File: src/rtl/hbs_pkg.sv
package hbs_pkg;
  // Half-wave sine approximation over i in [0, n]: rational form, peak amp at n/2.
  function automatic int unsigned sine_pt(int unsigned i, int unsigned n, int unsigned amp);
    int unsigned prod;
    prod = i * (n - i);
    return (amp * 16 * prod) / (5 * n * n - 4 * prod);
  endfunction
endpackage

File: src/rtl/hbs_carrier.sv
module hbs_carrier #(
  parameter int PER_W   = 12,
  parameter int NOM_PER = 800,
  parameter int MIN_PER = 2
) (
  input  logic             clk,
  input  logic             rst_n,
  input  logic [PER_W-1:0] period_i,
  output logic [PER_W-1:0] cnt_o,
  output logic             wrap_o,
  output logic [PER_W-1:0] per_nx_o
);
  localparam logic [PER_W-1:0] NOM = PER_W'(NOM_PER);
  localparam logic [PER_W-1:0] MIN = PER_W'(MIN_PER);

  logic [PER_W-1:0] cnt_q, cnt_d;
  logic [PER_W-1:0] per_q;
  logic             wrap;

  always_comb begin
    wrap     = (cnt_q == per_q - PER_W'(1));
    per_nx_o = (period_i < MIN) ? MIN : period_i;
    cnt_d    = wrap ? '0 : cnt_q + PER_W'(1);
  end

  always_ff @(posedge clk or negedge rst_n) begin
    if (!rst_n) cnt_q <= '0;
    else        cnt_q <= cnt_d;
  end

  always_ff @(posedge clk or negedge rst_n) begin
    if (!rst_n)    per_q <= NOM;
    else if (wrap) per_q <= per_nx_o;
  end

  assign cnt_o  = cnt_q;
  assign wrap_o = wrap;

  p_cnt_in_period_r2: assert property (@(posedge clk) disable iff (!rst_n)
    cnt_q < per_q);
  p_per_floor_r9: assert property (@(posedge clk) disable iff (!rst_n)
    per_q >= MIN);
  p_per_hold_r2: assert property (@(posedge clk) disable iff (!rst_n)
    !wrap |=> $stable(per_q));
endmodule

File: src/rtl/hbs_sequencer.sv
module hbs_sequencer #(
  parameter int STEPS  = 200,
  parameter int STEP_W = $clog2(STEPS)
) (
  input  logic              clk,
  input  logic              rst_n,
  input  logic              adv_i,
  output logic [STEP_W-1:0] step_o,
  output logic              half_o,
  output logic [STEP_W-1:0] step_nx_o,
  output logic              half_nx_o
);
  localparam logic [STEP_W-1:0] LAST = STEP_W'(STEPS - 1);

  logic [STEP_W-1:0] step_q;
  logic              half_q;
  logic              roll;

  always_comb begin
    roll      = (step_q == LAST);
    step_nx_o = roll ? '0 : step_q + STEP_W'(1);
    half_nx_o = roll ? ~half_q : half_q;
  end

  always_ff @(posedge clk or negedge rst_n) begin
    if (!rst_n) begin
      step_q <= '0;
      half_q <= 1'b0;
    end else if (adv_i) begin
      step_q <= step_nx_o;
      half_q <= half_nx_o;
    end
  end

  assign step_o = step_q;
  assign half_o = half_q;

  p_step_range_r3: assert property (@(posedge clk) disable iff (!rst_n)
    step_q <= LAST);
  p_half_flip_r3: assert property (@(posedge clk) disable iff (!rst_n)
    (adv_i && step_q == LAST) |=> (half_q != $past(half_q)) && (step_q == '0));
  p_half_keep_r3: assert property (@(posedge clk) disable iff (!rst_n)
    (step_q != LAST) |=> $stable(half_q));
endmodule

File: src/rtl/hbs_duty.sv
module hbs_duty #(
  parameter int PER_W  = 12,
  parameter int STEPS  = 200,
  parameter int AMP    = 760,
  parameter int STEP_W = $clog2(STEPS)
) (
  input  logic              clk,
  input  logic              rst_n,
  input  logic              load_i,
  input  logic              mode_i,
  input  logic [STEP_W-1:0] step_nx_i,
  input  logic              half_nx_i,
  input  logic [PER_W-1:0]  per_nx_i,
  output logic [PER_W-1:0]  cmp_o,
  output logic              mode_o
);
  localparam int SW = PER_W + 2;

  logic [PER_W-1:0] rom [STEPS];

  for (genvar g = 0; g < STEPS; g++) begin : g_rom
    assign rom[g] = PER_W'(hbs_pkg::sine_pt(g, STEPS, AMP));
  end

  logic [PER_W-1:0]  entry;
  logic signed [SW-1:0] mid, swing, sum;
  logic [PER_W-1:0]  cmp_d;
  logic [PER_W-1:0]  cmp_q;
  logic              mode_q;

  always_comb begin
    entry = rom[step_nx_i];
    mid   = SW'(per_nx_i >> 1);
    swing = SW'(entry >> 1);
    sum   = half_nx_i ? (mid - swing) : (mid + swing);
    if (!mode_i)         cmp_d = entry;
    else if (sum < 0)    cmp_d = '0;
    else                 cmp_d = PER_W'(sum);
  end

  always_ff @(posedge clk or negedge rst_n) begin
    if (!rst_n) begin
      cmp_q  <= '0;
      mode_q <= 1'b0;
    end else if (load_i) begin
      cmp_q  <= cmp_d;
      mode_q <= mode_i;
    end
  end

  assign cmp_o  = cmp_q;
  assign mode_o = mode_q;

  p_cmp_hold_r6: assert property (@(posedge clk) disable iff (!rst_n)
    !load_i |=> $stable(cmp_q) && $stable(mode_q));
  p_entry_peak_r5: assert property (@(posedge clk) disable iff (!rst_n)
    entry <= PER_W'(AMP));
endmodule

File: src/rtl/hb_sine_pwm.sv
module hb_sine_pwm #(
  parameter int PER_W   = 12,
  parameter int NOM_PER = 800,
  parameter int STEPS   = 200,
  parameter int AMP     = 760,
  parameter int STEP_W  = $clog2(STEPS)
) (
  input  logic              clk,
  input  logic              rst_n,
  input  logic [PER_W-1:0]  period_i,
  input  logic              mode_sel,
  output logic              leg_a,
  output logic              leg_b,
  output logic [STEP_W-1:0] step_o,
  output logic              half_o,
  output logic              heartbeat
);
  logic rs1_q, rs2_q;
  always_ff @(posedge clk or negedge rst_n) begin
    if (!rst_n) begin
      rs1_q <= 1'b0;
      rs2_q <= 1'b0;
    end else begin
      rs1_q <= 1'b1;
      rs2_q <= rs1_q;
    end
  end
  logic srst_n;
  assign srst_n = rs2_q;

  logic [PER_W-1:0]  cnt, per_nx, cmp;
  logic              wrap, mode_q, half_nx;
  logic [STEP_W-1:0] step_nx;

  hbs_carrier #(.PER_W(PER_W), .NOM_PER(NOM_PER), .MIN_PER(2)) u_car (
    .clk(clk), .rst_n(srst_n), .period_i(period_i),
    .cnt_o(cnt), .wrap_o(wrap), .per_nx_o(per_nx));

  hbs_sequencer #(.STEPS(STEPS), .STEP_W(STEP_W)) u_seq (
    .clk(clk), .rst_n(srst_n), .adv_i(wrap),
    .step_o(step_o), .half_o(half_o), .step_nx_o(step_nx), .half_nx_o(half_nx));

  hbs_duty #(.PER_W(PER_W), .STEPS(STEPS), .AMP(AMP), .STEP_W(STEP_W)) u_duty (
    .clk(clk), .rst_n(srst_n), .load_i(wrap), .mode_i(mode_sel),
    .step_nx_i(step_nx), .half_nx_i(half_nx), .per_nx_i(per_nx),
    .cmp_o(cmp), .mode_o(mode_q));

  logic pwm;
  always_comb begin
    pwm       = (cnt < cmp);
    leg_a     = mode_q ? pwm : (pwm & ~half_o);
    leg_b     = mode_q ? 1'b0 : (pwm & half_o);
    heartbeat = (cnt == '0) && (step_o == '0) && !half_o;
  end

  p_legs_excl_r4: assert property (@(posedge clk) disable iff (!srst_n)
    !(leg_a && leg_b));
  p_single_b_low_r7: assert property (@(posedge clk) disable iff (!srst_n)
    mode_q |-> !leg_b);
  p_hb_once_r10: assert property (@(posedge clk) disable iff (!srst_n)
    heartbeat |=> !heartbeat);
endmodule

File: config.mk
export PLATFORM = sky130hd
export DESIGN_NAME = hb_sine_pwm
export DESIGN_NICKNAME = d
export VERILOG_FILES = /design/src/rtl/hbs_pkg.sv /design/src/rtl/hbs_carrier.sv /design/src/rtl/hbs_sequencer.sv /design/src/rtl/hbs_duty.sv /design/src/rtl/hb_sine_pwm.sv
export SDC_FILE = /design/constraint.sdc
export NUM_CORES = 1
export LEC_CHECK = 0
export BUFFER_PORTS_ARGS = -buffer_cell sky130_fd_sc_hd__buf_2
export CORE_UTILIZATION = 59
export CTS_BUF_LIST = sky130_fd_sc_hd__clkbuf_2 sky130_fd_sc_hd__clkbuf_4 sky130_fd_sc_hd__clkbuf_8
export DETAILED_ROUTE_END_ITERATION = 12
export PLACE_DENSITY = 0.73
export REMOVE_ABC_BUFFERS = 1
export SETUP_SLACK_MARGIN = 0.15
export SYNTH_ARGS = -nofsm -noshare
export SYNTH_HDL_FRONTEND = slang
export SYNTH_SLANG_ARGS = --single-unit
File: constraint.sdc
create_clock -name clk -period 3 [get_ports clk]
set_clock_uncertainty 0.2 [all_clocks]
set_input_delay 0.3 -clock clk [delete_from_list [all_inputs] [get_ports clk]]
set_output_delay 0.3 -clock clk [all_outputs]
set_load 0.02 [all_outputs]
==> flow_summary.html, run 1 <==
<table>
<tr><th>Metric</th><th>Value</th></tr>
<tr><th colspan="2">Yosys</th></tr>
<tr><td>Warning count from the yosys run</td><td>0</td></tr>
<tr><td>Number of enable-type register cells in the synthesized netlist</td><td>0</td></tr>
<tr><td>Dominant cells by area after synthesis</td><td>sky130_fd_sc_hd__dfrtp_1 (16%), sky130_fd_sc_hd__ha_1 (7.9%), sky130_fd_sc_hd__o21ai_0 (4.5%)</td></tr>
<tr><td>Dominant register cell in the synthesized netlist</td><td>sky130_fd_sc_hd__dfrtp_1</td></tr>
<tr><td>Leading area contributor after synthesis</td><td>sky130_fd_sc_hd__dfrtp_1</td></tr>
<tr><td>Number of storage elements in the synthesis netlist</td><td>48</td></tr>
<tr><td>Mean area per synthesized cell</td><td>7.58 um^2</td></tr>
<tr><td>Ranking of synthesized cells by instance count</td><td>sky130_fd_sc_hd__nand2_1 (81), sky130_fd_sc_hd__nor2_1 (74), sky130_fd_sc_hd__o21ai_0 (64)</td></tr>
<tr><td>Cell count after synthesis</td><td>937</td></tr>
<tr><td>Async set-or-reset flop fraction in the synthesized netlist</td><td>1.00</td></tr>
<tr><td>Cell Area, Synth</td><td>0.00710 mm^2</td></tr>
<tr><td>Count of different cell masters after synthesis</td><td>slightly above 100</td></tr>
<tr><td>Post-synthesis sequential area ratio</td><td>0.170</td></tr>
<tr><td>Count leader, synth</td><td>sky130_fd_sc_hd__nand2_1</td></tr>
<tr><td>Fraction of synthesized cell area taken by the top area cell type</td><td>0.159</td></tr>
<tr><th colspan="2">Placed design</th></tr>
<tr><td>Total placed cells including tap cells</td><td>1286</td></tr>
<tr><td>Half-perimeter wire length after detailed placement</td><td>between 20000 and 25000 um</td></tr>
<tr><td>Placed Instance Area</td><td>between 0.009 and 0.01 mm^2</td></tr>
<tr><td>Placer's final routability congestion estimate</td><td>1.12</td></tr>
<tr><td>Number of port buffers</td><td>26</td></tr>
<tr><th colspan="2">Clock network</th></tr>
<tr><td>Clk sink count</td><td>48</td></tr>
<tr><td>Root cell of the clock tree</td><td>sky130_fd_sc_hd__clkbuf_8</td></tr>
<tr><td>Maximum buffer depth of the clock tree</td><td>2</td></tr>
<tr><td>Total CTS buffers</td><td>5</td></tr>
<tr><td>H-tree depth reported by CTS</td><td>2</td></tr>
<tr><th colspan="2">Floorplan</th></tr>
<tr><td>Die Y-Extent</td><td>112 um</td></tr>
<tr><td>Number of top-level pins</td><td>27</td></tr>
<tr><td>Number of rows in the core area</td><td>39</td></tr>
<tr><td>Horizontal extent of the die</td><td>112 um</td></tr>
<tr><td>Initial core utilization</td><td>0.614</td></tr>
<tr><th colspan="2">GRT</th></tr>
<tr><td>Via count of the first global-routing pass</td><td>11171</td></tr>
<tr><td>Global-route congestion overflow total</td><td>11</td></tr>
<tr><td>Total global routing track utilization</td><td>0.678</td></tr>
<tr><td>First-pass GRT wire length</td><td>approximately 64000 um</td></tr>
<tr><td>Maximum number of pins on one net before global-route repair</td><td>47</td></tr>
<tr><th colspan="2">Status</th></tr>
<tr><td>First error</td><td>[ERROR GRT-0116] Global routing finished with congestion. Check the congestion regions in the DRC Viewer.</td></tr>
<tr><td>Exit stage</td><td>global routing (5_1_grt)</td></tr>
<tr><td>Run status</td><td>stopped before the end</td></tr>
</table>
==> repair_timing <==
item	4_1_cts
gates cloned	2
hold buffers	1
pin swaps	79
buffers inserted	38
resized for setup	136
endpoints found under the hold margin	2
endpoints found under the setup margin	36
==> logic make-up after synthesis <==
| group | Yosys count | share of synthesized area |
|---|---|---|
| AO/OA/AOI/OAI | 325 | 0.323 |
| XOR/XNOR | 51 | 0.0724 |
| adder cells (fa/ha/maj) | 49 | 0.0877 |
| buffers and inverters | 135 | 0.0914 |
| flip-flops | 48 | 0.170 |
| multiplexers | 23 | 0.0350 |
| other | 1 | 0.000528 |
| AND/OR/NAND/NOR | 305 | 0.221 |
==> through the flow <==
| step | hold slack (ps) | worst slack, ps |
|---|---|---|
| 2_1_floorplan | -196 | -3450 |
| 3_3_place_gp | -114 | -1830 |
| 3_5_place_dp | -108 | -1970 |
| 4_1_cts | 53.5 | -1690 |
==> per-layer routing <==
layer  track usage  GRT overflow
met3         0.480             0
met5        0.0706             0
met4         0.634             4
met2         0.904             7
met1         0.686             0
==> run 2: changes to the inputs <==
- CORE_UTILIZATION: 59 -> 40
- CTS_BUF_LIST: sky130_fd_sc_hd__clkbuf_2 sky130_fd_sc_hd__clkbuf_4 sky130_fd_sc_hd__clkbuf_8 -> not set
- PLACE_DENSITY: 0.73 -> not set
- PLACE_DENSITY_LB_ADDON: not set -> 0.15
- SETUP_SLACK_MARGIN: 0.15 -> not set
==> run 2 against run 1 <==
The flow now finishes, with violations (negative setup slack); area after synthesis unchanged; synthesized cell count unchanged.
==> flow_summary.html, run 2 <==
<table>
<tr><th>Metric</th><th>Value</th></tr>
<tr><th colspan="2">Floorplan</th></tr>
<tr><td>Initial core utilization</td><td>0.411</td></tr>
<tr><td>Number of rows in the core area</td><td>48</td></tr>
<tr><td>Number of top-level pins</td><td>27</td></tr>
<tr><td>Die Y-Extent</td><td>approximately 140 um</td></tr>
<tr><td>Horizontal extent of the die</td><td>135 um</td></tr>
<tr><td>Core area</td><td>0.0173 mm^2</td></tr>
<tr><td>Total Die Area</td><td>0.0183 mm^2</td></tr>
<tr><th colspan="2">Final layout</th></tr>
<tr><td>Synthesis-to-finish area growth</td><td>49.9%</td></tr>
<tr><td>Commonest non-fill, non-tap cell in the layout</td><td>sky130_fd_sc_hd__buf_4</td></tr>
<tr><td>Layout cell share with drive strength beyond 1</td><td>0.415</td></tr>
<tr><td>Highest-count cells in the layout ignoring fill and taps</td><td>sky130_fd_sc_hd__buf_4 (315), sky130_fd_sc_hd__nand2_1 (79), sky130_fd_sc_hd__nor2_1 (66)</td></tr>
<tr><td>Total area of multi-input combinational cells</td><td>a little under 0.006 mm^2</td></tr>
<tr><td>Final-layout fill cell count</td><td>1585</td></tr>
<tr><td>Combined flip-flop and latch cell area</td><td>0.00121 mm^2</td></tr>
<tr><td>Fraction of the core area covered by cells at the end of the flow</td><td>0.616</td></tr>
<tr><td>Diode insertion count for antenna repair</td><td>0</td></tr>
<tr><td>Final layout net count</td><td>1286</td></tr>
<tr><th colspan="2">Yosys</th></tr>
<tr><td>Async set-or-reset flop fraction in the synthesized netlist</td><td>1.00</td></tr>
<tr><td>Count leader, synth</td><td>sky130_fd_sc_hd__nand2_1</td></tr>
<tr><td>Dominant cells by area after synthesis</td><td>sky130_fd_sc_hd__dfrtp_1 (16%), sky130_fd_sc_hd__ha_1 (7.9%), sky130_fd_sc_hd__o21ai_0 (4.5%)</td></tr>
<tr><td>Warning count from the yosys run</td><td>0</td></tr>
<tr><td>Dominant register cell in the synthesized netlist</td><td>sky130_fd_sc_hd__dfrtp_1</td></tr>
<tr><td>Mean area per synthesized cell</td><td>7.58 um^2</td></tr>
<tr><td>Fraction of synthesized cell area taken by the top area cell type</td><td>0.159</td></tr>
<tr><td>Cell Area, Synth</td><td>0.00710 mm^2</td></tr>
<tr><td>Count of different cell masters after synthesis</td><td>101</td></tr>
<tr><td>Number of storage elements in the synthesis netlist</td><td>48</td></tr>
<tr><td>Ranking of synthesized cells by instance count</td><td>sky130_fd_sc_hd__nand2_1 (81), sky130_fd_sc_hd__nor2_1 (74), sky130_fd_sc_hd__o21ai_0 (64)</td></tr>
<tr><td>Leading area contributor after synthesis</td><td>sky130_fd_sc_hd__dfrtp_1</td></tr>
<tr><td>Post-synthesis sequential area ratio</td><td>0.170</td></tr>
<tr><td>Cell count after synthesis</td><td>about 940</td></tr>
<tr><td>Number of enable-type register cells in the synthesized netlist</td><td>0</td></tr>
<tr><th colspan="2">Power</th></tr>
<tr><td>Internal</td><td>roughly 1.9 mW</td></tr>
<tr><td>Final Power</td><td>~3 mW</td></tr>
<tr><td>Net switching power of the design</td><td>1.08 mW</td></tr>
<tr><td>Sequential Power Share</td><td>0.262</td></tr>
<tr><td>Leakage power total</td><td>4.63 nW</td></tr>
<tr><td>Comb pwr share</td><td>0.491</td></tr>
<tr><td>PD cells</td><td>281 mW/mm^2</td></tr>
<tr><td>Portion of total power attributed to the clock network</td><td>0.247</td></tr>
<tr><td>Worst supply voltage drop on vdd</td><td>238 uV</td></tr>
<tr><td>Net Sw Frac</td><td>0.361</td></tr>
<tr><th colspan="2">Clock network</th></tr>
<tr><td>Insertion delay to the later sink of the worst-skew pair</td><td>290 ps</td></tr>
<tr><td>H-tree depth reported by CTS</td><td>2</td></tr>
<tr><td>Clk sink count</td><td>48</td></tr>
<tr><td>Total CTS buffers</td><td>5</td></tr>
<tr><td>Clk pin slew, worst setup/hold paths</td><td>70 ps</td></tr>
<tr><td>Maximum buffer depth of the clock tree</td><td>2</td></tr>
<tr><td>Root cell of the clock tree</td><td>sky130_fd_sc_hd__clkbuf_16</td></tr>
<tr><td>CTS tree</td><td>built</td></tr>
<tr><th colspan="2">Timing</th></tr>
<tr><td>Highest clock frequency the design can meet</td><td>between 200 and 250 MHz</td></tr>
<tr><td>Share of the cycle needed by the critical path after routing</td><td>1.58</td></tr>
<tr><td>Endpoints failing setup</td><td>13</td></tr>
<tr><td>Shortest period the worst path allows</td><td>4740 ps</td></tr>
<tr><td>Actual transition at the worst max-transition pin</td><td>slightly below 600 ps</td></tr>
<tr><td>Post-route worst setup slack</td><td>-1740 ps</td></tr>
<tr><td>Worst hold-check slack</td><td>33.8 ps</td></tr>
<tr><td>Max-slew violations</td><td>0</td></tr>
<tr><td>Worst relative slew slack</td><td>0.601</td></tr>
<tr><td>Setup TNS</td><td>-19890 ps</td></tr>
<tr><td>Final Hold Fails</td><td>0</td></tr>
<tr><td>RSZ-0062 raised after global routing</td><td>yes</td></tr>
<tr><th colspan="2">Detailed routing</th></tr>
<tr><td>First-pass DRT Iterations</td><td>5</td></tr>
<tr><td>Aggregate routed wire length</td><td>31200 um</td></tr>
<tr><td>Vias per inst</td><td>between 6 and 7</td></tr>
<tr><td>Number of vias in the routed layout</td><td>8758</td></tr>
<tr><td>Number of remaining DRC errors</td><td>0</td></tr>
<tr><td>Initial DRC Count</td><td>605</td></tr>
<tr><td>Post-detailed-route wirelength per cell</td><td>~22 um</td></tr>
<tr><td>Remaining antenna violation count</td><td>0</td></tr>
<tr><th colspan="2">Placed design</th></tr>
<tr><td>Worst slack, placed</td><td>-1920 ps</td></tr>
<tr><td>Number of port buffers</td><td>26</td></tr>
<tr><td>Half-perimeter wire length after detailed placement</td><td>24300 um</td></tr>
<tr><td>Placer's final routability congestion estimate</td><td>between 0.9 and 1</td></tr>
<tr><th colspan="2">GRT</th></tr>
<tr><td>Antenna violations before repair</td><td>0</td></tr>
<tr><td>First-pass GRT wire length</td><td>47800 um</td></tr>
<tr><td>Maximum number of pins on one net before global-route repair</td><td>24</td></tr>
<tr><td>Global-route congestion overflow total</td><td>0</td></tr>
<tr><td>Via count of the first global-routing pass</td><td>between 8000 and 9000</td></tr>
<tr><td>Total global routing track utilization</td><td>0.342</td></tr>
<tr><th colspan="2">Critical path</th></tr>
<tr><td>Crit-path max FO</td><td>7</td></tr>
<tr><td>CP startpoint kind</td><td>register</td></tr>
<tr><td>Data arrival time at the worst-slack endpoint</td><td>4750 ps</td></tr>
<tr><td>Startpoint of the lowest-slack register-to-register path</td><td>u_seq.step_o[0]$_DFFE_PN0N_</td></tr>
<tr><td>Type of destination of the critical path</td><td>register</td></tr>
<tr><td>Critical path required time</td><td>approximately 3000 ps</td></tr>
<tr><td>Launch point of the critical path</td><td>u_seq.step_o[0]$_DFFE_PN0N_</td></tr>
<tr><td>Critical setup path kind</td><td>register to register</td></tr>
<tr><th colspan="2">Hold path</th></tr>
<tr><td>Beginning of the worst hold path</td><td>period_i[0]</td></tr>
<tr><td>Class of the worst hold path</td><td>input port to register</td></tr>
<tr><th colspan="2">Status</th></tr>
<tr><td>Run status</td><td>complete, but fails checks</td></tr>
<tr><td>Failing checks</td><td>negative setup slack</td></tr>
<tr><th colspan="2">Flow run</th></tr>
<tr><td>Number of violations of the max-capacitance limit</td><td>0</td></tr>
</table>
run 2: cell counts after synthesis:
No cell type changed its count.
run 2: path summary, 6_finish.rpt:
check / to / slack (ps) / depth (start not counted)
worst max-delay path: u_duty.cmp_o[3]$_DFFE_PN0N_ / -1740 / 21
worst min-delay path: u_car.per_q[0]$_DFFE_PN0N_ / 30 / 3
worst max register to register: u_duty.cmp_o[3]$_DFFE_PN0N_ / -1740 / 21
worst min register to register: u_car.cnt_o[10]$_DFF_PN0_ / 50 / 0
max in group asynchronous: u_car.per_q[5]$_DFFE_PN1N_ / 1890 / 1
min in group asynchronous: u_car.cnt_o[10]$_DFF_PN0_ / 50 / 0
run 2: routing by layer:
layer,share of wire,track usage
met5,0,0
met4,0.059,0.206
met3,0.060,0.0236
met2,0.48,0.590
met1,0.40,0.416
run 2: logic make-up (layout without fill, tap and decap cells):
family,count (synthesis),count (layout),share of synthesized area
compound gates,325,325,0.323
xor+xnor,51,51,0.0724
fa+ha+maj,49,49,0.0877
buf+inv,135,423,0.0914
flops,48,48,0.170
mux,23,23,0.0350
other cells,1,1,0.000528
simple gates,305,305,0.221
run 2: critical path, stage by stage (launching register included):
cell	delay, ps
sky130_fd_sc_hd__dfrtp_1	390
sky130_fd_sc_hd__buf_6	120
sky130_fd_sc_hd__ha_4	190
sky130_fd_sc_hd__or3b_4	450
sky130_fd_sc_hd__nor2_8	190
sky130_fd_sc_hd__buf_8	160
sky130_fd_sc_hd__a21oi_2	40
sky130_fd_sc_hd__o211ai_1	260
sky130_fd_sc_hd__o211ai_1	160
sky130_fd_sc_hd__or3b_1	400
sky130_fd_sc_hd__a21oi_2	160
sky130_fd_sc_hd__or3_4	150
sky130_fd_sc_hd__ha_4	190
sky130_fd_sc_hd__or3_4	350
sky130_fd_sc_hd__o2111ai_4	240
sky130_fd_sc_hd__a31oi_4	120
sky130_fd_sc_hd__o21ai_2	220
sky130_fd_sc_hd__o31ai_4	100
sky130_fd_sc_hd__buf_4	160
sky130_fd_sc_hd__buf_4	140
sky130_fd_sc_hd__nand2b_4	140
sky130_fd_sc_hd__a31oi_1	120
run 2: through the flow:
step                      std cells  instance area [um^2]
after global routing           1450                 10700
after global placement         1396                  9370
after detailed placement       1396                  9370
after floorplan                 851                  6640
after CTS                      1433                 10400
final                          1450                 10700
run 2: final cells by class:
type,instances,area share
well taps,225,0.0264
clock inverters,3,0.00646
multi-input cells,754,0.550
repair buffers,366,0.274
flip-flops and latches,48,0.113
clock buffers,5,0.0117
inverters,49,0.0173
run 2: what timing repair did:
item / 4_1_cts / 5_1_grt
resized for setup: 121 / 33
setup endpoints to repair: 14 / 44
pin swaps: 47 / 31
setup buffers: 29 / 18
hold endpoints to repair: 2 / 0
hold buffers: 1 / 0
run 2: power groups by stage:
stage                     clock network, mW  registers, mW  logic (mW)
after global routing                  0.776          0.793        1.59
after floorplan                           0          0.823       0.648
final                                 0.739          0.784        1.47
after global placement                    0          0.794        1.22
after detailed placement                  0          0.798        1.23
after CTS                             0.753          0.786        1.40
Power figures use the tool's default switching activity.
